**config.mk**
```make
export PLATFORM = sky130hd
export DESIGN_NAME = sirq_status_unit
export DESIGN_NICKNAME = d
export VERILOG_FILES = /design/src/rtl/sirq_pkg.sv /design/src/rtl/sirq_en_remap.sv /design/src/rtl/sirq_raw_bit.sv /design/src/rtl/sirq_mask_reduce.sv /design/src/rtl/sirq_status_unit.sv
export SDC_FILE = /design/constraint.sdc
export NUM_CORES = 1
export LEC_CHECK = 0
export CAP_MARGIN = 25
export CORE_MARGIN = 2
export CORE_UTILIZATION = 20
export CTS_BUF_LIST = sky130_fd_sc_hd__clkbuf_4
export DETAILED_ROUTE_END_ITERATION = 6
export GPL_TIMING_DRIVEN = 1
export PLACE_DENSITY = 0.94
export SKIP_CTS_REPAIR_TIMING = 1
export SLEW_MARGIN = 20
export SYNTH_ARGS = -nofsm -noshare
export SYNTH_HDL_FRONTEND = slang
export SYNTH_SLANG_ARGS = --single-unit
```
**constraint.sdc**
```tcl
create_clock -name clk -period 2.1 [get_ports clk]
set_clock_uncertainty 0.15 [all_clocks]
set_input_delay 0.42 -clock clk [delete_from_list [all_inputs] [get_ports clk]]
set_output_delay 0.42 -clock clk [all_outputs]
set_load 0.05 [all_outputs]
```
**src/rtl/sirq_pkg.sv**
```systemverilog
package sirq_pkg;
    localparam int NUM_SRC  = 3;
    localparam int SRC_DONE = 0;
    localparam int SRC_RXRD = 1;
    localparam int SRC_OVF  = 2;

    // control-word position of the enable for each status bit
    function automatic int en_pos(input int src);
        case (src)
            SRC_DONE: en_pos = 5;
            SRC_RXRD: en_pos = 4;
            default:  en_pos = 6;
        endcase
    endfunction
endpackage

```
**src/rtl/sirq_en_remap.sv**
```systemverilog
module sirq_en_remap
    import sirq_pkg::*;
#(
    parameter int CTRL_W = 32
) (
    input  logic [CTRL_W-1:0]  ctrl_word,
    output logic [NUM_SRC-1:0] en
);
    for (genvar k = 0; k < NUM_SRC; k++) begin : g_map
        assign en[k] = ctrl_word[en_pos(k)];
    end
endmodule

```
**src/rtl/sirq_raw_bit.sv**
```systemverilog
module sirq_raw_bit (
    input  logic clk,
    input  logic rst_n,
    input  logic set_i,
    input  logic clr_i,
    output logic q_o
);
    always_ff @(posedge clk or negedge rst_n) begin
        if (!rst_n) begin
            q_o <= 1'b0;
        end else if (set_i) begin
            q_o <= 1'b1;
        end else if (clr_i) begin
            q_o <= 1'b0;
        end
    end
endmodule

```
**src/rtl/sirq_mask_reduce.sv**
```systemverilog
module sirq_mask_reduce
    import sirq_pkg::*;
(
    input  logic [NUM_SRC-1:0] raw,
    input  logic [NUM_SRC-1:0] en,
    output logic [NUM_SRC-1:0] masked,
    output logic               req
);
    always_comb begin
        masked = raw & en;
        req    = |masked;
    end
endmodule

```
**src/rtl/sirq_status_unit.sv**
```systemverilog
module sirq_status_unit
    import sirq_pkg::*;
#(
    parameter int DATA_W  = 32,
    parameter int ADDR_W  = 4,
    parameter int CLR_IDX = 3
) (
    input  logic              clk,
    input  logic              rst_n,
    input  logic [NUM_SRC-1:0] evt,
    input  logic [DATA_W-1:0] ctrl_word,
    input  logic              wr_en,
    input  logic [ADDR_W-1:0] wr_addr,
    input  logic [DATA_W-1:0] wr_data,
    output logic [DATA_W-1:0] raw_stat,
    output logic [DATA_W-1:0] mask_stat,
    output logic              irq
);
    localparam int PAD_W = DATA_W - NUM_SRC;
    localparam logic [ADDR_W-1:0] CLR_A = ADDR_W'(CLR_IDX);

    logic               clr_hit;
    logic [NUM_SRC-1:0] raw_q;
    logic [NUM_SRC-1:0] en_map;
    logic [NUM_SRC-1:0] masked;
    logic               unused_bits;

    assign clr_hit     = wr_en && (wr_addr == CLR_A);
    assign unused_bits = ^{wr_data[DATA_W-1:NUM_SRC], ctrl_word};

    for (genvar k = 0; k < NUM_SRC; k++) begin : g_raw
        sirq_raw_bit u_bit (
            .clk   (clk),
            .rst_n (rst_n),
            .set_i (evt[k]),
            .clr_i (clr_hit & wr_data[k]),
            .q_o   (raw_q[k])
        );
    end

    sirq_en_remap #(.CTRL_W(DATA_W)) u_remap (
        .ctrl_word (ctrl_word),
        .en        (en_map)
    );

    sirq_mask_reduce u_mask (
        .raw    (raw_q),
        .en     (en_map),
        .masked (masked),
        .req    (irq)
    );

    assign raw_stat  = {{PAD_W{1'b0}}, raw_q};
    assign mask_stat = {{PAD_W{1'b0}}, masked};
endmodule

```
==> results.py <==
metrics = {
    "route": {
        "final_antenna_net_count": 0,
        "totalWireLength_um": 907,
        "vias_per_cell": 2.71,
        "num_vias": 398,
        "drt-pass1-iter-count": 4,
        "drc": 0,
        "post_drt_wl_per_cell_um": 6.17,
        "first_iter_violations": 7,
    },
    "final_layout": {
        "finish.instance_area_sq_um": 722,
        "drive_gt1_share_pct": 7.77,
        "regMostFlops": "g_raw.u_bit.q_o",
        "area_growth_pct": 14.0,
        "reg.largest.list": "g_raw.u_bit.q_o: 3 flops",
        "layout.nets": 178,
        "utilization_pct": 23.8,
        "regArea_sq_um": 75.1,
        "multi_input_comb_area_sq_um": 299,
        "n_antenna_cell": 0,
        "fillers": 345,
        "largest_register_ff_count": 3,
    },
    "cts": {
        "clock-sinks": 3,
        "numCtsBuffers": 3,
        "cts_tree": "yes",
        "cts-htree-levels": 1,
        "path_clk_slew_ps": 40,
        "clk_latency_ps": 230,
        "clock-root-buffer": "clkbuf_4",
        "clk_path_buf_depth": 2,
    },
    "sta": {
        "hold_ws_ps": 224,
        "max_freq_mhz": 498,
        "slew_viol_final": 0,
        "rsz0062_at_grt": "no",
        "min_period_over_period_pct": 95.5,
        "setup_ws_ps": 93.6,
        "setup_tns_ps": 0,
        "min_period_ps": 2010,
        "hold_viol": 0,
        "setup_violations": 0,
    },
    "yosys": {
        "synth_top_area_share_pct": 72.3,
        "ys_seq_area_share_pct": 11.9,
        "syn_area_per_cell_sq_um": 7.82,
        "synth-adder-area-share_pct": 0,
        "syn_inst": 81,
        "synth_mux_area_share_pct": 0,
        "synthSimpleGateAreaFrac_pct": 7.11,
        "async_reset_ff_share_pct": 100,
        "synth.distinct_cells": 10,
        "synth_edf_count": 0,
        "synth_commonest_cells": "buf_4, inv_1",
        "synth_top_area_cell": "buf_4",
        "yosys_most_used_dff": "dfrtp_1",
        "synth-compound-area-share_pct": 5.73,
        "ys_ff_latch": 3,
        "syn-cell-area_sq_um": 633,
        "ys_top_cells_by_area": "buf_4, dfrtp_1, a41oi_1, and2_1, inv_1",
        "synth_xor_area_share_pct": 0,
        "synth_top_family_by_area": "buffers and inverters",
        "yosysMostFrequentCell": "buf_4",
        "yosys_warnings": 0,
    },
    "power_and_ir_drop": {
        "power_density_nw_per_um2": 655,
        "switchingPower_uw": 287,
        "p_leak_uw": 0.000381,
        "p_sw_share_pct": 60.6,
        "p_seq_share_pct": 12.6,
        "p_comb_share_pct": 63.6,
        "p_clk_share_pct": 23.8,
        "ir_drop_mv": 0.129,
        "p_int_uw": 186,
    },
    "critical_path": {
        "endpoint_kind": "output pin",
        "cp_num_cells": 1,
        "cp_slowest_stage_delay_ps": 820,
        "crit_fanout": 4,
        "rr_endpoint": "g_raw[0].u_bit.q_o$_DFFE_PN0P_",
        "cp_num_buf_inv": 1,
        "r2r_start": "g_raw[0].u_bit.q_o$_DFFE_PN0P_",
        "cp.required_ps": 1530,
        "path_cells": "clkdlybuf4s50_1",
        "r2r_cells": 2,
        "r2r_slack_ps": 1260,
        "crit_arrival_ps": 1440,
        "slowest_stage": "clkdlybuf4s50_1",
        "start_kind": "register",
        "path_delay_family": "buffers and inverters",
        "path_class": "reg2out",
    },
    "placed_design": {
        "dp_hpwl_um": 850,
        "place_area_sq_um": 692,
        "port_buffers": 22,
        "dp_slack_ps": 119,
        "place_congestion": 0.703,
    },
    "global_route": {
        "grt_max_degree": 5,
        "grt-ovfl-total": 0,
        "antenna_found_initial": 0,
        "grt_pass1_wl_um": 945,
        "grt_usage_pct": 3.63,
        "grt_pass1_vias": 250,
    },
    "job": {
        "maxCapViolations": 0,
    },
    "die": {
        "die_height_um": 60.3,
        "core_sq_um": 3030,
        "die-width_um": 60.3,
        "die_area_sq_um": 3630,
        "initial_core_util_pct": 20.9,
        "io_pins": 139,
        "num_rows": 20,
    },
    "worst_hold_path": {
        "hold_class": "in2async",
    },
    "status": {
        "status": "finished, final reports clean",
    },
}
cells by family (layout without fill, tap and decap cells):
kind of cell,after synthesis,count (layout)
simple gates,8,8
other cells,1,58
buf+inv,65,30
compound gates,4,4
flops,3,3
through the flow:
stage | power, uW | cells
6_report | 473 | 147
5_1_grt | 499 | 147
4_1_cts | 476 | 147
3_5_place_dp | 359 | 143
3_3_place_gp | 359 | 143
2_1_floorplan | 396 | 138
power by group through the flow:
stage / Clock (uW) / Combinational [uW] / Sequential [uW]
6_report: 113 / 301 / 59.6
5_1_grt: 129 / 311 / 59.5
4_1_cts: 117 / 299 / 59.6
3_5_place_dp: 0 / 299 / 60.4
3_3_place_gp: 0 / 298 / 60.3
2_1_floorplan: 0 / 335 / 60.1
how the worst max path moves through the flow:
stage / start / endpoint
final: g_raw[0].u_bit.q_o$_DFFE_PN0P_ / raw_stat[0]
after global routing: g_raw[0].u_bit.q_o$_DFFE_PN0P_ / raw_stat[0]
after CTS: g_raw[0].u_bit.q_o$_DFFE_PN0P_ / raw_stat[0]
after detailed placement: ctrl_word[6] / irq
after global placement: ctrl_word[6] / irq
after floorplan: ctrl_word[6] / irq
cells in the final DEF (no fill, tap or decap):
cell type / n
buf_4: 1
a41oi_1: 3
inv_1: 4
conb_1: 58
clkbuf_4: 4
and3b_1: 1
nor2_1: 3
dfrtp_1: 3
nor2b_1: 1
clkdlybuf4s50_1: 18
buf_12: 3
and2_1: 3
a222oi_1: 1
layer usage:
metal / vias up / GRT usage, % / routed length (um)
li1: 178 / - / -
met1: 170 / 3.08 / 257
met2: 50 / 6.06 / 433
met3: 0 / 2.81 / 216
met4: 0 / 1.90 / 0
met5: - / 0 / 0
layout make-up:
cell class / count / area share (%)
Sequential cell: 3 / 10.4
Inverter: 4 / 2.08
Tap cell: 44 / 7.63
Multi-Input combinational cell: 70 / 41.4
Timing Repair Buffer: 22 / 34.3
Clock buffer: 4 / 4.16
Power figures use the tool's default switching activity.
